--- config.mk ---
export PLATFORM = sky130hd
export DESIGN_NAME = coh_dir_ctrl
export DESIGN_NICKNAME = d
export VERILOG_FILES = /design/src/rtl/coh_dir_pkg.sv /design/src/rtl/coh_dir_lsb.sv /design/src/rtl/coh_dir_store.sv /design/src/rtl/coh_dir_ctrl.sv
export SDC_FILE = /design/constraint.sdc
export NUM_CORES = 1
export LEC_CHECK = 0
export ABC_AREA = 1
export CORE_UTILIZATION = 56
export DETAILED_ROUTE_END_ITERATION = 10
export PLACE_DENSITY_LB_ADDON = 0.15
export SYNTH_ARGS = -nofsm -noshare
export SYNTH_HDL_FRONTEND = slang
export SYNTH_HIERARCHICAL = 1
export SYNTH_SLANG_ARGS = --single-unit
--- constraint.sdc ---
create_clock -name clk_i -period 2.8 [get_ports clk_i]
set_clock_uncertainty 0.15 [all_clocks]
set_input_delay 0.56 -clock clk_i [delete_from_list [all_inputs] [get_ports clk_i]]
set_output_delay 0.56 -clock clk_i [all_outputs]
set_load 0.02 [all_outputs]
--- src/rtl/coh_dir_pkg.sv ---
package coh_dir_pkg;
  typedef enum logic [1:0] {
    DIR_UNC = 2'd0,
    DIR_SHR = 2'd1,
    DIR_EXC = 2'd2
  } dir_state_e;

  localparam logic [1:0] REQ_RD = 2'd0;
  localparam logic [1:0] REQ_WR = 2'd1;
  localparam logic [1:0] REQ_WB = 2'd2;

  localparam logic [2:0] MSG_REPLY = 3'd0;
  localparam logic [2:0] MSG_INV   = 3'd1;
  localparam logic [2:0] MSG_FETCH = 3'd2;
  localparam logic [2:0] MSG_FINV  = 3'd3;
  localparam logic [2:0] MSG_ACK   = 3'd4;
endpackage

--- src/rtl/coh_dir_lsb.sv ---
module coh_dir_lsb #(
  parameter int N = 4,
  localparam int W = (N > 1) ? $clog2(N) : 1
) (
  input  logic [N-1:0] vec_i,
  output logic [W-1:0] idx_o,
  output logic         any_o
);
  always_comb begin
    idx_o = '0;
    for (int i = N - 1; i >= 0; i--)
      if (vec_i[i]) idx_o = W'(i);
  end
  assign any_o = |vec_i;
endmodule

--- src/rtl/coh_dir_store.sv ---
module coh_dir_store
  import coh_dir_pkg::*;
#(
  parameter int NUM_PROC = 4,
  parameter int NUM_BLK  = 16,
  parameter int DATA_W   = 16,
  localparam int AW = $clog2(NUM_BLK)
) (
  input  logic                clk_i,
  input  logic                rst_ni,
  input  logic [AW-1:0]       rd_addr_i,
  output dir_state_e          rd_state_o,
  output logic [NUM_PROC-1:0] rd_shr_o,
  output logic [DATA_W-1:0]   rd_data_o,
  input  logic [AW-1:0]       wr_addr_i,
  input  logic                dir_we_i,
  input  dir_state_e          dir_state_i,
  input  logic [NUM_PROC-1:0] dir_shr_i,
  input  logic                mem_we_i,
  input  logic [DATA_W-1:0]   mem_data_i
);
  dir_state_e          state_q [NUM_BLK];
  logic [NUM_PROC-1:0] shr_q   [NUM_BLK];
  logic [DATA_W-1:0]   mem_q   [NUM_BLK];

  for (genvar b = 0; b < NUM_BLK; b++) begin : g_blk
    always_ff @(posedge clk_i or negedge rst_ni) begin
      if (!rst_ni) begin
        state_q[b] <= DIR_UNC;
        shr_q[b]   <= '0;
        mem_q[b]   <= '0;
      end else begin
        if (dir_we_i && wr_addr_i == AW'(b)) begin
          state_q[b] <= dir_state_i;
          shr_q[b]   <= dir_shr_i;
        end
        if (mem_we_i && wr_addr_i == AW'(b)) mem_q[b] <= mem_data_i;
      end
    end
  end

  assign rd_state_o = state_q[rd_addr_i];
  assign rd_shr_o   = shr_q[rd_addr_i];
  assign rd_data_o  = mem_q[rd_addr_i];

  p_exc_single_owner_r6: assert property (@(posedge clk_i) disable iff (!rst_ni)
    dir_we_i && dir_state_i == DIR_EXC |-> $countones(dir_shr_i) == 1);
  p_unc_no_sharers_r7: assert property (@(posedge clk_i) disable iff (!rst_ni)
    dir_we_i && dir_state_i == DIR_UNC |-> dir_shr_i == '0);
  p_shr_nonempty_r2: assert property (@(posedge clk_i) disable iff (!rst_ni)
    dir_we_i && dir_state_i == DIR_SHR |-> dir_shr_i != '0);
endmodule

--- src/rtl/coh_dir_ctrl.sv ---
module coh_dir_ctrl
  import coh_dir_pkg::*;
#(
  parameter int NUM_PROC = 4,
  parameter int NUM_BLK  = 16,
  parameter int DATA_W   = 16,
  localparam int PW = $clog2(NUM_PROC),
  localparam int AW = $clog2(NUM_BLK)
) (
  input  logic              clk_i,
  input  logic              rst_ni,
  input  logic              req_valid_i,
  output logic              req_ready_o,
  input  logic [1:0]        req_type_i,
  input  logic [PW-1:0]     req_src_i,
  input  logic [AW-1:0]     req_addr_i,
  input  logic [DATA_W-1:0] req_data_i,
  input  logic              fetch_valid_i,
  input  logic [DATA_W-1:0] fetch_data_i,
  output logic              msg_valid_o,
  output logic [2:0]        msg_type_o,
  output logic [PW-1:0]     msg_dst_o,
  output logic [AW-1:0]     msg_addr_o,
  output logic [DATA_W-1:0] msg_data_o
);
  typedef enum logic [2:0] {S_IDLE, S_INV, S_FETCH, S_WAIT, S_REPLY, S_ACK} fsm_e;

  fsm_e                st_q;
  logic [1:0]          typ_q;
  logic [PW-1:0]       src_q, owner_q;
  logic [AW-1:0]       addr_q;
  logic [DATA_W-1:0]   wdata_q;
  logic [NUM_PROC-1:0] inv_mask_q, nxt_shr_q;
  dir_state_e          nxt_st_q;
  logic                wb_ok_q;

  logic [AW-1:0]       rd_addr;
  dir_state_e          rd_state;
  logic [NUM_PROC-1:0] rd_shr, src_oh, others;
  logic [DATA_W-1:0]   rd_data, mem_wdata;
  logic [PW-1:0]       owner_idx, inv_idx;
  logic                owner_any, inv_any;
  logic                dir_we, mem_we;
  dir_state_e          dir_wstate;
  logic [NUM_PROC-1:0] dir_wshr;
  logic                accept;

  assign accept  = (st_q == S_IDLE) && req_valid_i;
  assign rd_addr = (st_q == S_IDLE) ? req_addr_i : addr_q;
  assign src_oh  = NUM_PROC'(1) << req_src_i;
  assign others  = rd_shr & ~src_oh;

  coh_dir_store #(.NUM_PROC(NUM_PROC), .NUM_BLK(NUM_BLK), .DATA_W(DATA_W)) u_store (
    .clk_i, .rst_ni,
    .rd_addr_i  (rd_addr),
    .rd_state_o (rd_state),
    .rd_shr_o   (rd_shr),
    .rd_data_o  (rd_data),
    .wr_addr_i  (addr_q),
    .dir_we_i   (dir_we),
    .dir_state_i(dir_wstate),
    .dir_shr_i  (dir_wshr),
    .mem_we_i   (mem_we),
    .mem_data_i (mem_wdata)
  );

  coh_dir_lsb #(.N(NUM_PROC)) u_owner_enc (.vec_i(rd_shr),     .idx_o(owner_idx), .any_o(owner_any));
  coh_dir_lsb #(.N(NUM_PROC)) u_inv_enc   (.vec_i(inv_mask_q), .idx_o(inv_idx),   .any_o(inv_any));

  always_ff @(posedge clk_i or negedge rst_ni) begin
    if (!rst_ni) begin
      st_q       <= S_IDLE;
      typ_q      <= REQ_RD;
      src_q      <= '0;
      owner_q    <= '0;
      addr_q     <= '0;
      wdata_q    <= '0;
      inv_mask_q <= '0;
      nxt_shr_q  <= '0;
      nxt_st_q   <= DIR_UNC;
      wb_ok_q    <= 1'b0;
    end else begin
      unique case (st_q)
        S_IDLE: if (accept) begin
          typ_q   <= req_type_i;
          src_q   <= req_src_i;
          addr_q  <= req_addr_i;
          wdata_q <= req_data_i;
          owner_q <= owner_idx;
          wb_ok_q <= 1'b0;
          if (req_type_i == REQ_RD) begin
            nxt_st_q  <= DIR_SHR;
            nxt_shr_q <= rd_shr | src_oh;
            st_q      <= (rd_state == DIR_EXC && owner_any) ? S_FETCH : S_REPLY;
          end else if (req_type_i == REQ_WR) begin
            nxt_st_q   <= DIR_EXC;
            nxt_shr_q  <= src_oh;
            inv_mask_q <= others;
            if (rd_state == DIR_EXC && others != '0)      st_q <= S_FETCH;
            else if (rd_state == DIR_SHR && others != '0) st_q <= S_INV;
            else                                          st_q <= S_REPLY;
          end else begin
            // only the recorded owner of a dirty block may retire it
            wb_ok_q <= (req_type_i == REQ_WB) && (rd_state == DIR_EXC) && (rd_shr == src_oh);
            st_q    <= S_ACK;
          end
        end
        S_INV: begin
          inv_mask_q[inv_idx] <= 1'b0;
          if ((inv_mask_q & ~(NUM_PROC'(1) << inv_idx)) == '0) st_q <= S_REPLY;
        end
        S_FETCH: st_q <= S_WAIT;
        S_WAIT:  if (fetch_valid_i) st_q <= S_REPLY;
        S_REPLY: st_q <= S_IDLE;
        S_ACK:   st_q <= S_IDLE;
        default: st_q <= S_IDLE;
      endcase
    end
  end

  always_comb begin
    dir_we     = 1'b0;
    dir_wstate = nxt_st_q;
    dir_wshr   = nxt_shr_q;
    mem_we     = 1'b0;
    mem_wdata  = fetch_data_i;
    msg_valid_o = 1'b0;
    msg_type_o  = MSG_REPLY;
    msg_dst_o   = src_q;
    msg_data_o  = '0;
    unique case (st_q)
      S_INV: begin
        msg_valid_o = inv_any;
        msg_type_o  = MSG_INV;
        msg_dst_o   = inv_idx;
      end
      S_FETCH: begin
        msg_valid_o = 1'b1;
        msg_type_o  = (typ_q == REQ_WR) ? MSG_FINV : MSG_FETCH;
        msg_dst_o   = owner_q;
      end
      S_WAIT: mem_we = fetch_valid_i;
      S_REPLY: begin
        msg_valid_o = 1'b1;
        msg_data_o  = rd_data;
        dir_we      = 1'b1;
      end
      S_ACK: begin
        msg_valid_o = 1'b1;
        msg_type_o  = MSG_ACK;
        dir_we      = wb_ok_q;
        dir_wstate  = DIR_UNC;
        dir_wshr    = '0;
        mem_we      = wb_ok_q;
        mem_wdata   = wdata_q;
      end
      default: ;
    endcase
  end

  assign req_ready_o = (st_q == S_IDLE);
  assign msg_addr_o  = addr_q;

  p_busy_after_accept_r9: assert property (@(posedge clk_i) disable iff (!rst_ni)
    req_valid_i && req_ready_o |=> !req_ready_o);
  p_final_then_ready_r9: assert property (@(posedge clk_i) disable iff (!rst_ni)
    msg_valid_o && (msg_type_o == MSG_REPLY || msg_type_o == MSG_ACK) |=> req_ready_o);
  p_fetch_then_wait_r3: assert property (@(posedge clk_i) disable iff (!rst_ni)
    msg_valid_o && (msg_type_o == MSG_FETCH || msg_type_o == MSG_FINV) |=> !msg_valid_o);
  p_inv_to_sharer_r4: assert property (@(posedge clk_i) disable iff (!rst_ni)
    msg_valid_o && msg_type_o == MSG_INV |-> inv_mask_q[msg_dst_o] && msg_dst_o != src_q);
  p_inv_unique_r4: assert property (@(posedge clk_i) disable iff (!rst_ni)
    msg_valid_o && msg_type_o == MSG_INV |=> !inv_mask_q[$past(msg_dst_o)]);
  p_no_msg_idle_r1: assert property (@(posedge clk_i) disable iff (!rst_ni)
    req_ready_o |-> !msg_valid_o);
endmodule

Word level (Yosys, flattened, before mapping):

Index checks and enable logic that the tools add are counted.

* memories: 0
* register bits: 392
* bits in read-only memories: 0
* output and inout bits: 27
* input port bits: 44
* word-level logic and storage cells: 204
* latch bits: 0
* RAM bits: 0

* $lt $le $gt $ge: 3
* add/sub/neg operators: 0
* shifts and indexed selects: 2
* bitwise gates (word level): 8
* multiplexer cells: 49
* equal/unequal tests: 31
* divide/modulo/power cells: 0
* multiply operators: 0
* reduce and logical (&&, ||, !) cells: 53

Operator list (number)
* $bmux 16 s4: 1
* $mux 16: 4
* $logic_and 1x1->1: 39
* $mux 4: 9
* $eq 4x4->1 const B: 8
* $mux 2: 13
* $mux 3: 8
* $bmux 4 s4: 1
* $eq 4x3->1 const B: 4
* $and 4x4->4: 3
* $not 4->4: 3
* $pmux 3 s4: 1
* $pmux 3 s3: 1
* $bmux 2 s4: 1
* $eq 4x2->1 const B: 2
* $logic_not 4->1: 2
* $pmux 4 s2: 1
* $reduce_or 4->1: 2
* $shl 1x2->4 const A: 2
* $eq 2x1->1 const B: 3
* $eq 3x2->1 const B: 2
* $eq 3x3->1 const B: 2
* $ne 2x2->1 const B: 3
* $pmux 1 s2: 3
* 21 further kinds: 28

Longest topological paths before layout:

Gate-level depths: netlist (run 1).

* word-level depth: 15
* depth in mapped cells: 24
* mapped depth without buffers: 20

Hierarchy:

The synthesis (run 1) kept the hierarchy.

By module, submodules not included
* coh_dir_store: times used 1, seq. area each 8808.4 um^2, cells each 2290, area each 16932.5 um^2
* coh_dir_ctrl: times used 1, seq. area each 1001.0 um^2, cells each 374, area each 2481.1 um^2
* coh_dir_lsb: times used 2, seq. area each 0.0 um^2, cells each 9, area each 46.3 um^2

Worst setup path after synthesis (run 1):

OpenSTA, ideal clock, no wires.

* path kind: reg-to-reg
* start: reg st_q[2]
* end: reg st_q[1]
* path buffers: 4
* arrival time: 2552 ps
* data required time: 2531 ps
* setup slack: -21 ps
* cell stages (with the launch flop): 22
* setup time: 119 ps
* period minus slack after synthesis: 2821 ps
* path through: dfrtp_1 nor2_2 nand2_2 buf_6 o21ai_0 buf_2 buf_2 clkbuf_1 nand2_1 nand3_1 nand3_1 nand3_1 nand2_1 ha_1 nor2_1 nand2_1 nand3_1 nand2_1 nand2_1 nand2_1 nand2_1 nand2_1

* cells in the longest elaborated chain, start to end: 14
* elaborated cells on any way between the ends: 29
* classes of those cells: eq/ne: 7; mux: 13; bitwise: 2; reduce/logical: 7

Ends and longest elaborated chain
* from (decl): RTL line coh_dir_ctrl.sv:28 `fsm_e st_q;`
* from (signal assigned): RTL line coh_dir_ctrl.sv:94 `st_q <= (rd_state == DIR_EXC && owner_any) ? S_FETCH : S_REPLY;`
* $logic_not 3->1 (*): RTL line coh_dir_ctrl.sv:49 `assign rd_addr = (st_q == S_IDLE) ? req_addr_i : addr_q;`
* $mux 4 (*): RTL line coh_dir_ctrl.sv:49
* net rd_addr[0]: RTL line coh_dir_ctrl.sv:37 `logic [AW-1:0] rd_addr;`
* $not 4->5 (implied by the code) (*): RTL line coh_dir_store.sv:43 `assign rd_shr_o = shr_q[rd_addr_i];`
* $bmux 4 s4 (*): RTL line coh_dir_store.sv:43
* $mux 4 (implied by the code) (*) (2 in series): RTL line coh_dir_store.sv:43
* net rd_shr[0]: RTL line coh_dir_ctrl.sv:39 `logic [NUM_PROC-1:0] rd_shr, src_oh, others;`
* $and 4x4->4: RTL line coh_dir_ctrl.sv:51 `assign others = rd_shr & ~src_oh;`
* $reduce_bool 4->1: RTL line coh_dir_ctrl.sv:99 `if (rd_state == DIR_EXC && others != '0) st_q <= S_FETCH;`
* $logic_and 1x1->1: RTL line coh_dir_ctrl.sv:99
* $mux 3: RTL line coh_dir_ctrl.sv:99
* $mux 3: RTL line coh_dir_ctrl.sv:95 `end else if (req_type_i == REQ_WR) begin`
* $mux 3 (*): RTL line coh_dir_ctrl.sv:91 `if (req_type_i == REQ_RD) begin`
* $mux 3 (*): RTL line coh_dir_ctrl.sv:84 `S_IDLE: if (accept) begin`
* $pmux 3 s4 (*): RTL line coh_dir_ctrl.sv:83 `unique case (st_q)`

The timed path passes the listed nets; every way through them passes the cells marked *. The select of a mux whose other input is x is not followed.
A chain may end at the register's enable or synchronous reset.

Final worst setup path (run 1):

* start: reg st_q[0]
* end: out msg_data_o[11]

* cells in the longest elaborated chain, start to end: 7
* elaborated cells on any way between the ends: 8
* classes of those cells: eq/ne: 1; mux: 5; bitwise: 1; reduce/logical: 1

Ends and longest elaborated chain
* $logic_not 3->1: RTL line coh_dir_ctrl.sv:49
* $mux 4: RTL line coh_dir_ctrl.sv:49
* net rd_addr[0]: RTL line coh_dir_ctrl.sv:37
* $not 4->5 (implied by the code): RTL line coh_dir_store.sv:44 `assign rd_data_o = mem_q[rd_addr_i];`
* $bmux 16 s4: RTL line coh_dir_store.sv:44
* $mux 16 (implied by the code) (2 in series): RTL line coh_dir_store.sv:44
* net rd_data[11]: RTL line coh_dir_ctrl.sv:40 `logic [DATA_W-1:0] rd_data, mem_wdata;`
* $mux 16: RTL line coh_dir_ctrl.sv:131 `unique case (st_q)`
* to (decl): RTL line coh_dir_ctrl.sv:24 `output logic [DATA_W-1:0] msg_data_o`

The timed path passes the listed nets, and every way through them passes these cells. The select of a mux whose other input is x is not followed.

==> results of run 1 <==
## power groups by stage
stage / logic, mW / registers [mW] / clock network (mW)
after floorplan: 7.39 / 7.38 / 0
after global placement: 11.8 / 7.41 / 0
after detailed placement: 12.0 / 7.45 / 0
after CTS: 12.9 / 7.37 / 5.42
after global routing: 15.4 / 7.52 / 5.65
final: 14.2 / 7.40 / 5.36
## path summary, 6_finish.rpt
check	start	endpoint	slack (ns)	cells past startpoint
min	wdata_q[11]	wdata_q[11]	0.32	2
max reg2reg	st_q[0]	wb_ok_q	-0.19	17
min in group asynchronous	rst_ni	u_store/mem_q[26]	0.39	2
max	st_q[0]	msg_data_o[11]	-0.61	15
max in group asynchronous	rst_ni	u_store/shr_q[56]	1.28	3
min reg2reg	wdata_q[11]	wdata_q[11]	0.32	2
## layout make-up
class | count | area [µm²] | share of cell area [%]
well taps | 448 | 561 | 2.37
multi-input cells | 1761 | 7950 | 33.6
flip-flops and latches | 392 | 9810 | 41.5
inverters | 357 | 1380 | 5.82
repair inverters | 1 | 8.76 | 0.0370
repair buffers | 210 | 2630 | 11.1
clock buffers | 62 | 1250 | 5.27
clock inverters | 11 | 68.8 | 0.291
## flip-flops by register name (all words and copies together) (netlist names)
| register | count |
|---|---|
| nxt_shr_q | 4 |
| typ_q | 2 |
| owner_q | 2 |
| st_q | 3 |
| u_store/state_q | 32 |
| wb_ok_q | 1 |
| u_store/mem_q | 256 |
| inv_mask_q | 4 |
| src_q | 2 |
| nxt_st_q | 2 |
| msg_addr_o | 4 |
| u_store/shr_q | 64 |
| wdata_q | 16 |
## worst max-delay path: cells and delay by family, from the launching register on
kind	cells	cell delay, ns
compound gates	1	0.25
buf+inv	6	0.74
simple gates	8	0.74
flops	1	0.41
## metrics by stage
stage	instance area, µm²	power [mW]	TNS (ns)
2_1_floorplan	19500	14.8	0
3_3_place_gp	21500	19.2	-21.16
3_5_place_dp	21500	19.4	-21.84
4_1_cts	23100	25.7	-11.12
5_1_grt	23700	28.6	-12.40
6_report	23700	27.0	-9.09
## routing by layer
metal | vias to the layer above | wire (µm)
met2 | 808 | 25700
met5 | - | 0
met4 | 0 | 1680
met3 | 135 | 4640
li1 | 8467 | -
met1 | 8402 | 24200
## Yosys cell counts (all sizes together), types with 5 or more instances
cell type  instances
ha                 8
inv              355
a21oi              7
dfrtp            392
nor2              47
buf               66
o21ai            372
nand4              5
nand3            289
nand2           1022
clkbuf           106
## kinds of logic after synthesis
| group | after synthesis |
|---|---|
| AND/OR/NAND/NOR | 1365 |
| flip-flops | 392 |
| adder cells (fa/ha/maj) | 8 |
| AO/OA/AOI/OAI | 388 |
| buffers and inverters | 529 |
## repair_timing
action | CTS | global route
setup endpoints to repair | 35 | 32
gates cloned | 8 | 7
hold buffers | 1 | 0
pin swaps | 26 | 47
resized for setup | 135 | 101
endpoints found under the hold margin | 45 | 0
buffers inserted | 9 | 4
==> metrics.txt, run 1 <==
failing checks setup timing; dominant cell type by area after synthesis dfrtp_1; Post-synth EDFFs 0; syn_nets 2734; Synth async-reset ratio 100%; Gate power share 52.7%; Critical Path Slowest Stage Cell dfrtp_1; switching fraction of total power 42.1%; total CTS buffers 43; Slew Limit Fails 0; yosys warns 6; final critical-path share of the clock period 122%; post-synthesis sequential area ratio 50.3%; synth unique cells 30; Nets 2818; WL/cell 17.3 µm; Critical Path Fanout Max 7; Setup Crit Path Kind reg2out; Root Buffer clkbuf_16; syn avg cell area 7.27 µm²; Area Overhead vs Synth 21.3%; Top FF cell, synth dfrtp_1; post-synthesis mux area share 0%; fin cells 3242; Cell Area, Synth 0.0195 mm²; total track usage 31.8%; status finished, violations left; # rows 67; Synth top area share 50.3%; Cells after Synth 2682; Synth Area in Simple Gates 28.4%; Max stage delay on crit path 0.41 ns; Max VDD drop 0.000674 V; Reg clk slew, reported paths 0.06 ns; Die Area 0.0356 mm²; Skew-Pair Late Insertion Delay 0.56 ns; # H-tree levels 2; Synth Area in Adders 0.513%; pin count of the biggest net entering global routing 71; Setup crit start kind flip-flop; commonest non-fill, non-tap cell in the layout nand2_1; # clock sinks 392; crit path DAT 2.70 ns; Finish-stage setup viols 20; Fillers 2761; diodes inserted 0; Tightest Pin Transition 0.614 ns; Vert. Die Dim 189 µm; vias in the first global route 16600; setup ws final -0.609 ns; global routing usage on met3 4.82%; Fin Hold WS 0.319 ns; GPL Wtd Cong 0.878; Clock power frac 19.9%; main combinational cell family by area after synthesis simple AND/OR/NAND/NOR gates; Vias/cell 5.49; starting density of the core 57.6%; Synth Area in Compound Gates 10.1%; first-pass GRT wire length 88800 µm; fin crit period 3.41 ns; share of cells above drive strength 1 11.9%; Die Width 189 µm; Lkg Pwr 11.6 nW; max-cap violations 0; most frequent cells in the layout nand2_1, dfrtp_1, o21ai_0; Switch Pwr 11.3 mW; RSZ-0062 raised after global routing true; Post-Synth XOR/XNOR Area 0%; CP cell instances nor2_4 > nand2_4 > o21ai_4 > buf_8 > inv_16 > buf_12 > clkbuf_16 > nand2_4 > nand3_2 > nand3_2 > nand3_2 > nand2_2 > inv_2 > nor2_2 > buf_6; pre-CTS setup slack -0.848 ns; Fmax 293 MHz; type of the most critical hold path reg2reg; drt first pass iters 6; CP most frequent cell nand3_2; Slew headroom 59.0%; I/O pin count 71; critical path required time 2.09 ns; fin util 69.8%; HPWL Detailed 33400 µm; Yosys reg bits 392; Sequential Power Share 27.5%; endpoint class of the critical path output port; DR iter-0 viols 1735; layer with the highest usage met2; # DRC 0; cell count after placement 3143; PwrDens 1140 mW/mm²; top post-synthesis cells by area dfrtp_1, nand2_1, o21ai_0; met2 Usage GRT 50.2%; Routed WL 56200 µm; Clock Path Buffers 3; Final Hold Viols 0; total gr overflow 0; Pint 15.6 mW; port bufs 70; initial antenna violation count 0; ANT nets after route 0; TritonCTS clock tree done; DR vias 17800; met1 Usage GRT 45.2%; Core ar. 0.0339 mm²
Note: power is estimated with default switching activity, not from simulation.
==> inputs of run 2 (changes only) <==
--- a/config.mk
+++ b/config.mk
@@ -6,8 +6,10 @@
 export NUM_CORES = 1
 export LEC_CHECK = 0
 export ABC_AREA = 1
-export CORE_UTILIZATION = 56
+export ABC_CLOCK_PERIOD_IN_PS = 2800
+export CORE_UTILIZATION = 58
 export DETAILED_ROUTE_END_ITERATION = 10
+export DONT_BUFFER_PORTS = 1
 export PLACE_DENSITY_LB_ADDON = 0.15
 export SYNTH_ARGS = -nofsm -noshare
 export SYNTH_HDL_FRONTEND = slang
==> run 2 against run 1 <==
Against the previous run: the flow finishes with violations (hold timing, setup timing); maximum frequency grew 2.0%; first-iteration DRC count grew 2.2%; worst hold slack lost 0.78 ns; design area shrank 2.6%; sequential cell count is the same; cell count shrank 2.3%; largest power group unchanged; sequential share of layout area grew 1.1 points; critical endpoint unchanged; largest cell class unchanged; highest routed layer unchanged.
==> metrics.txt, run 2 (same netlist as run 1, synthesis figures left out) <==
crit path DAT 2.63 ns; diodes inserted 0; number of flip-flops in the largest register 256; type of the most critical hold path in2async; Vias/cell 5.53; cell count after placement 3053; Clock power frac 21.8%; RSZ-0062 raised after global routing true; Biggest register u_store/mem_q; # rows 66; Vert. Die Dim 185 µm; starting density of the core 59.5%; Pint 15.7 mW; GPL Wtd Cong 0.912; Setup Crit Path Kind reg2out; I/O pin count 71; HPWL Detailed 33000 µm; total CTS buffers 42; Lkg Pwr 11.2 nW; total track usage 32.6%; switching fraction of total power 42.5%; # DRC 0; vias in the first global route 16700; Critical Path Fanout Max 9; Die Width 185 µm; reg-to-reg slack, setup -0.32 ns; DR WL met2 25800 µm; Fin Hold WS -0.459 ns; Met1 Wirelength 23000 µm; Core ar. 0.0328 mm²; Switch Pwr 11.6 mW; fin util 70.3%; share of cells above drive strength 1 12.3%; Sequential Power Share 27.2%; most frequent cells in the layout nand2_1, dfrtp_1, o21ai_0; max-cap violations 0; largest registers u_store/mem_q: 256 flops, u_store/shr_q: 64 flops, u_store/state_q: 32 flops; TritonCTS clock tree done; Fmax 299 MHz; Die Area 0.0344 mm²; commonest non-fill, non-tap cell in the layout nand2_1; Fillers 2638; Gate power share 50.9%; Reg clk slew, reported paths 0.06 ns; initial antenna violation count 0; WL/cell 17.3 µm; Nets 2749; Clock Path Buffers 3; hold-fix buffers at CTS 19; failing checks hold timing, setup timing; TNS Setup -9.91 ns; max layer used met4; fin cells 3169; pin count of the biggest net entering global routing 393; Setup crit start kind flip-flop; total gr overflow 0; port bufs 0; Max VDD drop 0.000899 V; Finish-stage setup viols 29; metal3 WL 4550 µm; Routed WL 54900 µm; drt first pass iters 6; Slew headroom 20.1%; final critical-path share of the clock period 119%; PwrDens 1180 mW/mm²; first-pass GRT wire length 86500 µm; setup ws final -0.542 ns; DR iter-0 viols 1773; endpoint class of the critical path output port; Final Hold Viols 392; Skew-Pair Late Insertion Delay 0.57 ns; Root Buffer clkbuf_16; # clock sinks 392; fin crit period 3.34 ns; status finished, violations left; ANT nets after route 0; Area Overhead vs Synth 18.1%; # H-tree levels 2; DR vias 17500; critical path required time 2.09 ns; Tightest Pin Transition 1.20 ns; Slew Limit Fails 0
==> run 2: changes by cell type in the layout (fill, tap and decap cells not counted), sizes merged <==
| cell | change |
|---|---|
| clkbuf | -10 |
| buf | -29 |
| clkinv | +1 |
| bufbuf | -1 |
| dlygate4sd3 | +18 |
| bufinv | +7 |
| clkdlybuf4s50 | -47 |
| clkinvlp | +1 |
| inv | -4 |
| dlygate4sd2 | -3 |
==> run 2: worst max-delay path: stages, from the launching register on <==
cell	delay (ns)
dfrtp_1	0.39
nor2_2	0.14
nand2_2	0.12
buf_12	0.16
o21ai_4	0.27
clkinv_4	0.16
buf_12	0.18
clkbuf_16	0.15
nand3_1	0.08
nand3_1	0.10
nand3_2	0.09
nand2_2	0.07
inv_2	0.08
nor2_4	0.06
==> run 2: per-layer routing <==
layer	vias up	GRT usage, %
met1	8313	43.9
met2	743	52.7
met3	116	5.68
met5	-	0
met4	0	12.2
li1	8339	-
==> run 2: final timing paths <==
kind | start | endpoint | cells after the start
min in group clk_i | req_type_i[1] | wb_ok_q | 2
max | st_q[2] | msg_data_o[11] | 13
max in group asynchronous | rst_ni | u_store/shr_q[12] | 0
max reg2reg | st_q[2] | st_q[0] | 21
min reg2reg | wdata_q[15] | wdata_q[15] | 2
min | rst_ni | u_store/mem_q[60] | 0
==> run 2: cell type report <==
type | count | area, µm² | share of cell area [%]
flip-flops and latches | 392 | 9810 | 42.6
well taps | 442 | 553 | 2.40
multi-input cells | 1761 | 8200 | 35.6
repair buffers | 143 | 1630 | 7.08
inverters | 357 | 1360 | 5.89
clock buffers | 57 | 1210 | 5.25
clock inverters | 17 | 269 | 1.17
==> run 2: through the flow <==
stage               cell area (µm²)  worst slack, ns  power, mW
floorplan                     19500           0.0351       14.8
global placement              20400           0.0217       18.6
detailed placement            20400          -0.0669       18.8
CTS                           22500           -0.507       26.0
global route                  23000           -0.648       28.9
finish                        23000           -0.542       27.2
==> run 2: power groups by stage <==
stage	clock network, mW	logic, mW	registers (mW)
2_1_floorplan	0	7.39	7.38
4_1_cts	6.03	12.5	7.40
5_1_grt	6.26	15.1	7.55
6_report	5.95	13.9	7.42
3_5_place_dp	0	11.4	7.47
3_3_place_gp	0	11.2	7.44
==> run 2: what timing repair did <==
action                                  in CTS  in global routing
endpoints found under the hold margin      412                392
cloned                                       3                  4
gates resized for setup                     78                 85
endpoints found under the setup margin      20                 32
pin swaps                                   13                 40
setup buffers                               10                  7
